**src/rtl/pause_pkg.sv**
```systemverilog
package pause_pkg;
  localparam logic [47:0] CTRL_DEST_ADDR = 48'h0180C2000001;
  localparam logic [15:0] CTRL_ETHERTYPE = 16'h8808;
  localparam logic [15:0] PAUSE_OPCODE   = 16'h0001;
  localparam int          HDR_BYTES      = 18;
  localparam int          FCS_BYTES      = 4;

  typedef struct packed {
    logic [15:0] quanta;
    logic [47:0] src_addr;
  } pause_req_t;

  function automatic logic [31:0] crc32_next(input logic [31:0] crc, input logic [7:0] data);
    logic [31:0] c;
    c = crc;
    for (int b = 0; b < 8; b++) begin
      if (c[0] ^ data[b]) c = (c >> 1) ^ 32'hEDB88320;
      else                c = c >> 1;
    end
    return c;
  endfunction
endpackage

```
**src/rtl/pause_toggle_detect.sv**
```systemverilog
module pause_toggle_detect #(
  parameter int SYNC_STAGES = 2
) (
  input  logic clk,
  input  logic rst_n,
  input  logic async_i,
  output logic toggle_o
);
  logic [SYNC_STAGES-1:0] sync_q, sync_d;
  logic                   prev_q;

  always_comb begin
    sync_d = {sync_q[SYNC_STAGES-2:0], async_i};
  end

  always_ff @(posedge clk or negedge rst_n) begin
    if (!rst_n) begin
      sync_q <= '0;
      prev_q <= 1'b0;
    end else begin
      sync_q <= sync_d;
      prev_q <= sync_q[SYNC_STAGES-1];
    end
  end

  assign toggle_o = sync_q[SYNC_STAGES-1] ^ prev_q;
endmodule

```
**src/rtl/pause_req_ctrl.sv**
```systemverilog
module pause_req_ctrl
  import pause_pkg::*;
(
  input  logic        clk,
  input  logic        rst_n,
  input  logic        sw_send_i,
  input  logic        sw_send_zero_i,
  input  logic        hw_toggle_i,
  input  logic        hw_zero_sel_i,
  input  logic        hw_pfc_sel_i,
  input  logic        full_duplex_i,
  input  logic        tx_enable_i,
  input  logic [15:0] prog_quanta_i,
  input  logic [47:0] station_addr_i,
  input  logic        start_i,
  output logic        pend_o,
  output pause_req_t  pend_req_o
);
  logic       pend_q, pend_d;
  pause_req_t req_q, req_d;
  logic       allowed, hw_req, any_req, use_zero;

  always_comb begin
    allowed  = full_duplex_i & tx_enable_i;
    hw_req   = hw_toggle_i & ~hw_pfc_sel_i;
    any_req  = allowed & (sw_send_i | sw_send_zero_i | hw_req);
    use_zero = sw_send_zero_i | (~sw_send_i & hw_zero_sel_i);
    pend_d   = pend_q;
    req_d    = req_q;
    if (start_i) pend_d = 1'b0;
    if (any_req) begin
      pend_d         = 1'b1;
      req_d.quanta   = use_zero ? 16'h0000 : prog_quanta_i;
      req_d.src_addr = station_addr_i;
    end
  end

  always_ff @(posedge clk or negedge rst_n) begin
    if (!rst_n) begin
      pend_q <= 1'b0;
      req_q  <= '0;
    end else begin
      pend_q <= pend_d;
      req_q  <= req_d;
    end
  end

  assign pend_o     = pend_q;
  assign pend_req_o = req_q;
endmodule

```
**src/rtl/pause_frame_tx.sv**
```systemverilog
module pause_frame_tx
  import pause_pkg::*;
#(
  parameter int MIN_LEN = 60
) (
  input  logic       clk,
  input  logic       rst_n,
  input  logic       start_i,
  input  pause_req_t req_i,
  input  logic       tx_ready_i,
  output logic       tx_valid_o,
  output logic [7:0] tx_data_o,
  output logic       tx_last_o,
  output logic       busy_o,
  output logic       done_o
);
  localparam int TOTAL = MIN_LEN + FCS_BYTES;
  localparam int IDX_W = $clog2(TOTAL);
  localparam logic [IDX_W-1:0] IDX_LAST = IDX_W'(TOTAL - 1);

  logic             active_q, active_d;
  logic [IDX_W-1:0] idx_q, idx_d;
  logic [31:0]      crc_q, crc_d;
  pause_req_t       req_q, req_d;
  logic             done_q, done_d;
  logic [143:0]     hdr;
  logic [31:0]      fcs;
  logic [7:0]       byte_c;
  logic             hs;

  always_comb begin
    hdr = {CTRL_DEST_ADDR, req_q.src_addr, CTRL_ETHERTYPE, PAUSE_OPCODE, req_q.quanta};
    fcs = ~crc_q;
    if (int'(idx_q) < HDR_BYTES)     byte_c = hdr[143 - 8*int'(idx_q) -: 8];
    else if (int'(idx_q) < MIN_LEN)  byte_c = 8'h00;
    else                             byte_c = fcs[8*(int'(idx_q) - MIN_LEN) +: 8];
  end

  always_comb begin
    hs       = active_q & tx_ready_i;
    active_d = active_q;
    idx_d    = idx_q;
    crc_d    = crc_q;
    req_d    = req_q;
    done_d   = 1'b0;
    if (start_i && !active_q) begin
      active_d = 1'b1;
      idx_d    = '0;
      crc_d    = 32'hFFFFFFFF;
      req_d    = req_i;
    end else if (hs) begin
      if (int'(idx_q) < MIN_LEN) crc_d = crc32_next(crc_q, byte_c);
      if (idx_q == IDX_LAST) begin
        active_d = 1'b0;
        done_d   = 1'b1;
      end else begin
        idx_d = idx_q + 1'b1;
      end
    end
  end

  always_ff @(posedge clk or negedge rst_n) begin
    if (!rst_n) begin
      active_q <= 1'b0;
      idx_q    <= '0;
      crc_q    <= '0;
      req_q    <= '0;
      done_q   <= 1'b0;
    end else begin
      active_q <= active_d;
      idx_q    <= idx_d;
      crc_q    <= crc_d;
      req_q    <= req_d;
      done_q   <= done_d;
    end
  end

  assign tx_valid_o = active_q;
  assign tx_data_o  = byte_c;
  assign tx_last_o  = active_q & (idx_q == IDX_LAST);
  assign busy_o     = active_q;
  assign done_o     = done_q;
endmodule

```
**src/rtl/pause_frame_gen.sv**
```systemverilog
module pause_frame_gen
  import pause_pkg::*;
#(
  parameter int MIN_LEN     = 60,
  parameter int CNT_W       = 16,
  parameter int SYNC_STAGES = 2
) (
  input  logic             clk,
  input  logic             rst_n,
  input  logic             sw_send_i,
  input  logic             sw_send_zero_i,
  input  logic             hw_pause_i,
  input  logic             hw_zero_sel_i,
  input  logic             hw_pfc_sel_i,
  input  logic [47:0]      station_addr_i,
  input  logic             quanta_wr_i,
  input  logic [15:0]      quanta_wdata_i,
  input  logic             full_duplex_i,
  input  logic             tx_enable_i,
  input  logic             mac_busy_i,
  input  logic             tx_ready_i,
  output logic             tx_valid_o,
  output logic [7:0]       tx_data_o,
  output logic             tx_last_o,
  output logic             pause_busy_o,
  output logic             pause_irq_o,
  output logic [CNT_W-1:0] pause_tx_count_o
);
  logic [15:0]      quanta_q, quanta_d;
  logic [CNT_W-1:0] cnt_q, cnt_d;
  logic             hw_toggle, pend, start, busy, done;
  pause_req_t       pend_req;

  pause_toggle_detect #(.SYNC_STAGES(SYNC_STAGES)) i_toggle (
    .clk(clk), .rst_n(rst_n), .async_i(hw_pause_i), .toggle_o(hw_toggle)
  );

  pause_req_ctrl i_req (
    .clk(clk), .rst_n(rst_n),
    .sw_send_i(sw_send_i), .sw_send_zero_i(sw_send_zero_i),
    .hw_toggle_i(hw_toggle), .hw_zero_sel_i(hw_zero_sel_i), .hw_pfc_sel_i(hw_pfc_sel_i),
    .full_duplex_i(full_duplex_i), .tx_enable_i(tx_enable_i),
    .prog_quanta_i(quanta_q), .station_addr_i(station_addr_i),
    .start_i(start), .pend_o(pend), .pend_req_o(pend_req)
  );

  assign start = pend & ~busy & ~mac_busy_i;

  pause_frame_tx #(.MIN_LEN(MIN_LEN)) i_tx (
    .clk(clk), .rst_n(rst_n), .start_i(start), .req_i(pend_req),
    .tx_ready_i(tx_ready_i), .tx_valid_o(tx_valid_o), .tx_data_o(tx_data_o),
    .tx_last_o(tx_last_o), .busy_o(busy), .done_o(done)
  );

  always_comb begin
    quanta_d = quanta_q;
    cnt_d    = cnt_q;
    if (quanta_wr_i) quanta_d = quanta_wdata_i;
    if (tx_valid_o && tx_ready_i && tx_last_o) cnt_d = cnt_q + 1'b1;
  end

  always_ff @(posedge clk or negedge rst_n) begin
    if (!rst_n) begin
      quanta_q <= 16'hFFFF;
      cnt_q    <= '0;
    end else begin
      quanta_q <= quanta_d;
      cnt_q    <= cnt_d;
    end
  end

  assign pause_busy_o     = busy;
  assign pause_irq_o      = done;
  assign pause_tx_count_o = cnt_q;
endmodule

```
**config.mk**
```make
export PLATFORM = sky130hd
export DESIGN_NAME = pause_frame_gen
export DESIGN_NICKNAME = d
export VERILOG_FILES = /design/src/rtl/pause_pkg.sv /design/src/rtl/pause_toggle_detect.sv /design/src/rtl/pause_req_ctrl.sv /design/src/rtl/pause_frame_tx.sv /design/src/rtl/pause_frame_gen.sv
export SDC_FILE = /design/constraint.sdc
export NUM_CORES = 1
export LEC_CHECK = 0
export ABC_AREA = 1
export ABC_CLOCK_PERIOD_IN_PS = 4000
export BUFFER_PORTS_ARGS = -buffer_cell sky130_fd_sc_hd__buf_4
export CORE_AREA = 2 2 159 161
export DETAILED_ROUTE_END_ITERATION = 10
export DIE_AREA = 0 0 161 163
export GPL_ROUTABILITY_DRIVEN = 0
export GPL_TIMING_DRIVEN = 0
export PLACE_DENSITY_LB_ADDON = 0.08
export REMOVE_ABC_BUFFERS = 1
export SLEW_MARGIN = 40
export SYNTH_ARGS = -nofsm -noshare
export SYNTH_HDL_FRONTEND = slang
export SYNTH_HIERARCHICAL = 1
export SYNTH_SLANG_ARGS = --single-unit
```
**constraint.sdc**
```tcl
create_clock -name clk -period 4 [get_ports clk]
set_input_delay 0.8 -clock clk [delete_from_list [all_inputs] [get_ports clk]]
set_output_delay 0.8 -clock clk [all_outputs]
set_load 0.03 [all_outputs]
```
After elaboration in Yosys (flattened, before gate mapping)
Index checks and enable logic that the tools add are counted.
{"block": "op_classes", "n_eq_ne": 2, "n_reduce_logical": 11, "shifts": 2, "muxes": 46, "n_bitwise": 33, "add_sub_neg": 4, "n_lt_le_gt_ge": 2}
{"op": "$mux W32", "count": 32}
{"op": "$shiftx A151 B32 Y8", "count": 1}
{"op": "$not A13 Y14", "count": 8}
{"op": "$not A32 Y32", "count": 1}
{"op": "$shiftx A32 B32 Y8", "count": 1}
{"op": "$mux W6", "count": 3}
{"op": "$add A16 B1 Y16 const B", "count": 1}
{"op": "$mux W16", "count": 1}
{"op": "$mux W8", "count": 2}
{"op": "$sub A8 B9 Y10 const A", "count": 1}
{"op": "$xor A1 B1 Y1", "count": 9}
{"op": "$and A1 B1 Y1", "count": 8}
{"op": "$mux W1", "count": 8}
{"op": "$reduce_bool A2 Y1", "count": 4}
{"op": "$sub A6 B6 Y7 const B", "count": 1}
{"op": "$add A6 B1 Y6 const B", "count": 1}
{"op": "$eq A6 B6 Y1 const B", "count": 1}
{"op": "$lt A6 B5 Y1 const B", "count": 1}
{"op": "$lt A6 B6 Y1 const B", "count": 1}
{"op": "$reduce_and A2 Y1", "count": 3}
{"op": "$not A1 Y1", "count": 4}
{"op": "$logic_and A1 B1 Y1", "count": 3}
{"op": "$or A1 B1 Y1", "count": 3}
{"op": "$ne A2 B1 Y1 const B", "count": 1}
{"op": "$logic_not A1 Y1", "count": 1}
{"block": "word_totals", "word_cells": 113, "regBits": 204, "output_inout_bits": 28, "input_bits": 76}

Logic depth before layout (Yosys ltp)
Gate-level depths: netlist of the first run.
{"block": "logic_depth", "depth_word": 44, "ltp_mapped": 28, "mapped_depth_nobuf": 26}

By module
Netlist of the first run, hierarchy kept.
{"mod": "pause_frame_tx", "seq_area_each_um2": 2602.5, "instances": 1, "area_per_inst_um2": 6606.3, "cells_per_inst": 938}
{"mod": "pause_req_ctrl", "seq_area_each_um2": 1626.6, "instances": 1, "area_per_inst_um2": 2718.9, "cells_per_inst": 322}
{"mod": "pause_frame_gen", "seq_area_each_um2": 820.8, "instances": 1, "area_per_inst_um2": 1492.7, "cells_per_inst": 142}
{"mod": "pause_toggle_detect", "seq_area_each_um2": 75.1, "instances": 1, "area_per_inst_um2": 93.8, "cells_per_inst": 8}

Least setup slack after synthesis of the first run
OpenSTA, ideal clock, no wires.
{"block": "synth_timing", "kind": "reg-to-reg", "from": "register i_tx.idx_q[1]", "to": "register i_tx.crc_q[20]", "required_ns": 3.883, "period_less_slack_ns": 3.164, "arrival_ns": 3.047, "path_buffers": 5, "path_slack_ns": 0.836, "stages_incl_launch_ff": 28, "setup_ns": 0.117, "path_cell_list": "dfrtp_1 buf_6 clkinv_4 buf_4 buf_2 ha_1 buf_2 inv_1 buf_2 nand2_1 nor2_1 nand2_1 nand2_1 nand2_1 nand2_1 nand2_1 nand2_1 nand2_1 inv_1 nand3_4 nand2_4 nand2_4 nand2_4 inv_2 nand3_1 nand3_1 o21ai_1 inv_1"}
{"block": "synth_via", "elab_cells_between_ends": 53, "classes_between": "add/sub: 2; order compare: 2; shift: 2; mux: 34; bitwise: 11; reduce/logical: 2"}
{"element": "start: declaration", "line_no": "pause_frame_tx.sv:22", "source": "logic [IDX_W-1:0] idx_q, idx_d;"}
{"element": "start signal: assignment", "line_no": "pause_frame_tx.sv:71", "source": "idx_q <= idx_d;"}
{"element": "parallel branches: the longest is 3 deep, another holds $sub A8 B9 Y10"}
{"element": "$mux W8 (*)", "line_no": "pause_frame_tx.sv:34", "source": "if (int'(idx_q) < HDR_BYTES) byte_c = hdr[143 - 8*int'(idx_q) -: 8];"}
{"element": "named net tx_data_o[6]", "line_no": "pause_frame_gen.sv:23", "source": "output logic [7:0] tx_data_o,"}
{"element": "$xor A1 B1 Y1 (*)", "line_no": "pause_pkg.sv:17", "source": "if (c[0] ^ data[b]) c = (c >> 1) ^ 32'hEDB88320;"}
{"element": "$mux W32 (*)", "line_no": "pause_pkg.sv:17"}
{"element": "$mux W32 (*)", "line_no": "pause_frame_tx.sv:52", "source": "if (int'(idx_q) < MIN_LEN) crc_d = crc32_next(crc_q, byte_c);"}
{"element": "$mux W32 (*)", "line_no": "pause_frame_tx.sv:51", "source": "end else if (hs) begin"}
{"element": "$mux W32 (*)", "line_no": "pause_frame_tx.sv:46", "source": "if (start_i && !active_q) begin"}
{"element": "$not A13 Y14 (no source line)"}
{"element": "$mux W32 (*)", "line_no": "pause_pkg.sv:17"}
{"element": "$mux W32 (*)", "line_no": "pause_frame_tx.sv:52"}
{"element": "$mux W32 (*)", "line_no": "pause_frame_tx.sv:51"}
{"element": "$mux W32 (*)", "line_no": "pause_frame_tx.sv:46"}
{"element": "end signal: assignment", "line_no": "pause_frame_tx.sv:72", "source": "crc_q <= crc_d;"}
{"element": "end: declaration", "line_no": "pause_frame_tx.sv:23", "source": "logic [31:0] crc_q, crc_d;"}
Mark *: on every way through the listed nets, which the timed path passes. The select of a mux whose other input is x is not followed.
A chain may end at the register's enable or synchronous reset.

Worst setup path in the final report of the first run
{"block": "layout_timing", "from": "register i_tx.idx_q[1]", "to": "output port tx_data_o[4]"}
{"block": "layout_via", "elab_chain_len": 4, "elab_cells_between_ends": 8, "classes_between": "add/sub: 2; order compare: 2; shift: 2; mux: 2"}
{"element": "parallel branches: the longest is 3 deep, another holds $sub A8 B9 Y10"}
{"element": "$mux W8 (*)", "line_no": "pause_frame_tx.sv:34"}
{"element": "end: declaration", "line_no": "pause_frame_gen.sv:23"}
Mark *: on every way between the ends.

==> flow_summary.yaml, run 1 <==
run_status:
  status: "finished clean"
final_layout:
  finalNetCount: 1572
  post-route-util: 0.5201
  drive_gt1_frac: 0.1830
  syn_to_final_growth_pct: 17.60
  antennaDiodeCount: 0
setup_path:
  slowest_stage: "dfrtp_4"
  critical-path-max-stage-delay_ns: 0.57
  crit_start: "i_tx/idx_q[1]$_DFFE_PN0P_"
  path_cells: "clkinv_8 -> ha_4 -> xnor2_2 -> inv_2 -> nor2_1 -> nand3_1 -> nand2_1 -> nand2_1 -> nand2_2 -> buf_4"
  crit_fanout: 33
  critPathLaunchType: "flip-flop"
  worstSetupPathType: "reg -> out"
  cp_common_cell: "nand2_1"
  required_ns: 3.20
  rr_worst_depth: 20
  crit_arrival_ns: 3.02
  regToRegStartpoint: "i_tx/idx_q[1]$_DFFE_PN0P_"
  reg2reg_slack_ns: 0.52
  rr_endpoint: "i_tx/crc_q[23]$_DFFE_PN0P_"
  endpoint_kind: "output port"
detailed_routing:
  ant_nets: 0
  via_count: 9050
  wire_per_inst_microns: 14.67
  wl_microns: 26960
  viasPerCell: 4.924
  drtIter0Drc: 678
  first_pass_iters: 7
  route.detailed.drc: 0
synth:
  synth_edf_count: 0
  synth.distinct_cells: 42
  postSynth.asyncResetShare: 1.000
  synth_area_sq_mm: 0.01091
  synth_seq_area_share: 0.4697
  synth_flop_cell: "dfrtp_1"
  netlist_instances: 1410
  yosys_warnings: 6
  synth.avg_cell_area_sq_um: 7.739
  synth_seq_cells: 204
run:
  max_cap_violations: 0
clock_network:
  clock_path_buffers: 3
  clk_pin_slew_worst_paths_ns: 0.06
  clkSinkCount: 204
  clock_latency_ns: 0.52
  hold_buffers: 0
  cts_root_buffer: "clkbuf_16"
  cts_tree: "built"
  h-tree-depth: 1
  cts_buffers: 25
timing:
  drv_slew: 0
  fin_ws_ns: 0.1848
  worst_pin_slew_ns: 0.6985
  clock_skew_ns: 0.01021
  rsz0062_at_grt: "no"
  slew_headroom: 0.5338
  final-setup-viol-count: 0
  timing.fmax_ghz: 0.2621
  fin_crit_sh: 0.9538
  hold_viol_final: 0
  period_needed_ns: 3.815
place:
  io_buffers: 103
  post-dp-hpwl_microns: 17880
  pre_cts_slack_ns: -0.1040
die:
  core-area_sq_mm: 0.02467
  rows: 58
  die_height_microns: 163
  io_pins: 104
  die_w_microns: 161
  die_area_sq_mm: 0.02624
  start_util: 0.4422
global_routing:
  grt-ovfl-total: 0
  grt_pass1_wl_microns: 45650
  track_usage: 0.2127
  antenna_found_initial: 0
  grt_pass1_vias: 8848
  grt_max_degree: 74
min_path:
  min_path_type: "in -> async"
power_and_ir_drop:
  finalPower_mw: 10.04
  powerDensity_mw_per_mm2: 782.3
  leakagePower_nw: 6.804
  vdd_drop_max_mv: 0.3925
==> timing repair <==
item | in CTS | in global routing
endpoints found under the setup margin | 16 | 4
buffers inserted | 4 | 0
cloned | 0 | 0
gates resized for setup | 4 | 1
pin swaps | 0 | 0
==> cell usage in the layout (no fill, tap or decap), drive strengths merged, types with 3 or more instances in the layout <==
cell,instances
inv,132
xor2,37
clkinvlp,3
dfrtp,188
nand3,130
nand2,601
nor3,5
buf,113
nor2,94
xnor2,5
o21ai,54
clkinv,8
ha,6
a21oi,26
mux2,16
clkbuf,33
dfstp,16
o22ai,14
nand4,19
bufinv,3
==> flip-flops by register name, indices dropped and copies added, names as in the netlist <==
register	flops
i_req/pend_o	1
i_req/pend_req_o	64
i_toggle/prev_q	1
i_toggle/sync_q	2
i_tx/busy_o	1
i_tx/crc_q	32
i_tx/done_o	1
i_tx/hdr	64
i_tx/idx_q	6
pause_tx_count_o	16
quanta_q	16
==> cells in the mapped netlist (3+ instances only) <==
master	number	area, sq um
xnor2_1	4	35.03
nand4_1	18	112.6
buf_2	19	95.09
o22ai_1	14	87.58
nand3_4	3	52.55
clkbuf_1	24	90.09
nor2_2	5	31.28
nor2_1	83	311.6
mux2_1	10	112.6
nand3_2	3	30.03
buf_4	5	37.54
o21ai_0	34	170.2
nor3_1	4	20.02
mux2_2	6	67.56
buf_6	11	123.9
nand2_2	31	193.9
inv_2	17	63.81
dfrtp_1	188	4705
xor2_1	35	306.5
o21ai_1	19	95.09
a21oi_1	24	120.1
nand2_1	552	2072
inv_1	116	435.4
nor2_4	6	67.56
ha_1	6	75.07
nand3_1	124	620.6
nand2_4	18	202.7
dfstp_2	16	420.4
==> critical path, delay by kind of cell (launching register included) <==
kind,cells,cell delay (ns)
xor gates and xnor gates,1,0.34
adders and majority gates,1,0.23
DFF,1,0.57
and+or+nand+nor,5,0.75
buffers and inverters,3,0.59
==> cell families (layout without fill, tap and decap cells) <==
logic type | after synthesis | after routing | share of synthesized area
fa+ha+maj | 6 | 6 | 0.006880
mux | 16 | 16 | 0.01651
flops | 204 | 204 | 0.4697
compound gates | 98 | 98 | 0.04931
xor+xnor | 42 | 42 | 0.03578
simple gates | 850 | 850 | 0.3432
buf+inv | 194 | 292 | 0.07866
==> layout make-up <==
type | instances | area (sq um)
clock buffer | 33 | 685.7
clock inverter | 12 | 143.9
fill | 2441 | 11840
inverter | 134 | 525.5
multi-input combinational | 1012 | 4974
sequential | 204 | 5130
tap | 330 | 412.9
timing repair buffer | 113 | 960.9
==> worst max path at each step <==
stage / to / slack (ns) / cells past startpoint
2_1_floorplan: i_tx/crc_q[0]$_DFFE_PN0P_ / -0.15 / 7
3_3_place_gp: i_tx/crc_q[3]$_DFFE_PN0P_ / -2.61 / 8
3_5_place_dp: i_tx/crc_q[23]$_DFFE_PN0P_ / -0.10 / 22
4_1_cts: tx_data_o[4] / 0.09 / 12
5_1_grt: tx_data_o[4] / 0.02 / 10
6_report: tx_data_o[4] / 0.18 / 10
==> power by group <==
group / total, mW / switching (mW) / internal, mW
logic: 4.72 / 3.08 / 1.64
registers: 3.03 / 0.428 / 2.60
clock network: 2.28 / 0.888 / 1.40
total: 10.0 / 4.40 / 5.64
==> through the flow <==
stage                     std cells  setup TNS, ns  hold WS (ns)  area [sq um]
after global routing           1838              0        0.1166         12830
after CTS                      1838              0        0.1066         12820
after global placement         1783        -164.03        0.3340         11750
after floorplan                1350         -1.726        0.3312         10560
final                          1838              0        0.1146         12830
after detailed placement       1789        -0.2976        0.3411         11950
==> per-layer routing <==
metal | global-route usage | part of all wire | vias up
li1 | - | - | 4568
met1 | 0.3084 | 0.49 | 4270
met2 | 0.3435 | 0.45 | 178
met3 | 0.02725 | 0.040 | 34
met4 | 0.04464 | 0.018 | 0
met5 | 0 | 0 | -
Note: power is estimated with default switching activity, not from simulation.
==> run 2: changes to the inputs <==
--- a/config.mk
+++ b/config.mk
@@ -14,6 +14,7 @@
 export GPL_ROUTABILITY_DRIVEN = 0
 export GPL_TIMING_DRIVEN = 0
 export PLACE_DENSITY_LB_ADDON = 0.08
+export RECOVER_POWER = 100
 export REMOVE_ABC_BUFFERS = 1
 export SLEW_MARGIN = 40
 export SYNTH_ARGS = -nofsm -noshare
==> run 2 against run 1 <==
Worst setup slack better by 0.0081 ns. Flip-flop and latch count stayed put. Non-clock buffer count stayed put. Largest power group unchanged. Largest cell class unchanged. Die area stayed put. Critical path type unchanged. Sequential share of layout area is 0.70 points higher. Count of clock-buffer cells in the layout stayed put. Critical path depth stayed put. Design area is 1.7% lower. The run now ends with max-capacitance violations, max-slew violations left. Clock power hardly changed. Register-to-register slack worse by 0.22 ns. Via count hardly changed.
==> flow_summary.yaml, run 2 (synthesis results as in run 1) <==
run_status:
  status: "finished, violations left"
  violations: "max-capacitance violations, max-slew violations"
timing:
  timing.fmax_ghz: 0.2627
  hold_viol_final: 0
  worst_pin_slew_ns: 1.772
  hold_slack_ns: 0.3491
  drv_slew: 122
  rsz0062_at_grt: "no"
  final-setup-viol-count: 0
  period_needed_ns: 3.807
  slew_headroom: -0.1877
  fin_crit_sh: 0.9518
  setup_tns_ns: 0
  clock_skew_ns: 0.01060
final_layout:
  antennaDiodeCount: 0
  fillCellCount: 2487
  drive_gt1_frac: 0.1605
  syn_to_final_growth_pct: 15.58
  final_cell_mix: "nand2_1 (553), dfrtp_1 (186), nand3_1 (125)"
  mostFrequentLayoutCell: "nand2_1"
  finalNetCount: 1572
  final_cells: 1838
setup_path:
  regToRegStartpoint: "i_tx/busy_o$_DFFE_PN0P_"
  crit_start: "i_tx/idx_q[1]$_DFFE_PN0P_"
  path_cells: "clkinv_8 -> ha_4 -> xnor2_2 -> inv_2 -> nor2_1 -> nand3_1 -> nand2_1 -> nand2_1 -> nand2_2 -> buf_4"
  path_buf_inv: 3
  slowest_stage: "dfrtp_4"
  crit_arrival_ns: 3.01
  critPathLaunchType: "flip-flop"
  crit_family: "simple AND/OR/NAND/NOR gates"
  crit_fanout: 33
  endpoint_kind: "output port"
  required_ns: 3.20
  cp_common_cell: "nand2_1"
  worstSetupPathType: "reg -> out"
  critical-path-max-stage-delay_ns: 0.58
clock_network:
  cts_buffers: 25
  clkSinkCount: 204
  h-tree-depth: 1
  cts_root_buffer: "clkbuf_16"
  clk_pin_slew_worst_paths_ns: 0.06
  clock_path_buffers: 3
  clock_latency_ns: 0.52
  cts_tree: "built"
  hold_buffers: 0
global_routing:
  grt_pass1_wl_microns: 45650
  met2_usage: 0.3435
  track_usage: 0.2127
  use_met3: 0.02725
  grt-ovfl-total: 0
  met1_usage: 0.3084
  antenna_found_initial: 0
  grt-busiest-layer: "met2"
  grt_pass1_vias: 8848
  grt_max_degree: 74
die:
  die_height_microns: 163
  core-area_sq_mm: 0.02467
  start_util: 0.4422
  die_w_microns: 161
  rows: 58
  io_pins: 104
  die_area_sq_mm: 0.02624
place:
  io_buffers: 103
  post-dp-hpwl_microns: 17880
  dp.cells: 1789
detailed_routing:
  wl_microns: 26990
  route.detailed.drc: 0
  via_count: 9041
  first_pass_iters: 5
  wire_per_inst_microns: 14.68
  ant_nets: 0
  drtIter0Drc: 667
  viasPerCell: 4.919
power_and_ir_drop:
  vdd_drop_max_mv: 0.3942
  finalPower_mw: 9.945
  powerDensity_mw_per_mm2: 788.5
  leakagePower_nw: 6.664
min_path:
  worstHoldStart: "i_toggle/sync_q[0]$_DFF_PN0_"
  min_path_type: "reg -> reg"
run:
  max_cap_violations: 2
==> run 2: cell count changes in the layout (fill, tap and decap cells not counted), moves of 5 or more <==
cell      previous run  this run
buf_4              106        80
clkbuf_1             5        27
o21ai_0             34        41
o21ai_1             19        12
clkbuf_4             0         5
nand2_1            548       553
==> run 2: final cells by class <==
cell class                 instances  area [sq um]  area share
multi-input combinational       1012          4903      0.3888
sequential                       204          5130      0.4067
timing repair buffer             113         810.8     0.06429
clock inverter                    12         143.9     0.01141
clock buffer                      33         685.7     0.05437
inverter                         134         525.5     0.04167
tap                              330         412.9     0.03274
==> run 2: metal layers <==
metal	vias up	share of wire
met4	0	0.020
li1	4563	-
met3	36	0.038
met2	168	0.45
met1	4274	0.49
met5	-	0
==> run 2: metrics by stage <==
stage          instance area, sq um  setup WS [ns]    util
2_1_floorplan                 10560        -0.1463       -
3_3_place_gp                  11750         -2.610  0.4761
3_5_place_dp                  11950        -0.1040  0.4841
4_1_cts                       12820        0.08951  0.5196
5_1_grt                       12610        0.01061  0.5112
6_report                      12610         0.1929  0.5112
==> run 2: where the power goes <==
part           leakage [nW]  switching, mW  internal [mW]
registers              2.53          0.427           2.60
clock network         0.406          0.891           1.40
logic                  3.72           3.04           1.59
total                  6.66           4.36           5.59
==> run 2: final timing paths <==
kind	endpoint	slack, ns	cells after the start
max in group asynchronous	i_req/pend_o$_DFFE_PN0P_	1.11	2
worst min-delay path	i_toggle/sync_q[1]$_DFF_PN0_	0.35	0
worst min register to register	i_toggle/sync_q[1]$_DFF_PN0_	0.35	0
min in group asynchronous	i_req/pend_req_o[44]$_DFFE_PN0P_	0.54	1
worst max register to register	i_tx/crc_q[24]$_DFFE_PN0P_	0.30	8
worst max-delay path	tx_data_o[4]	0.19	10
==> run 2: timing repair <==
item / in CTS / in global routing
setup buffers: 4 / 0
resized for setup: 4 / 1
pin swaps: 0 / 0
endpoints found under the setup margin: 16 / 4
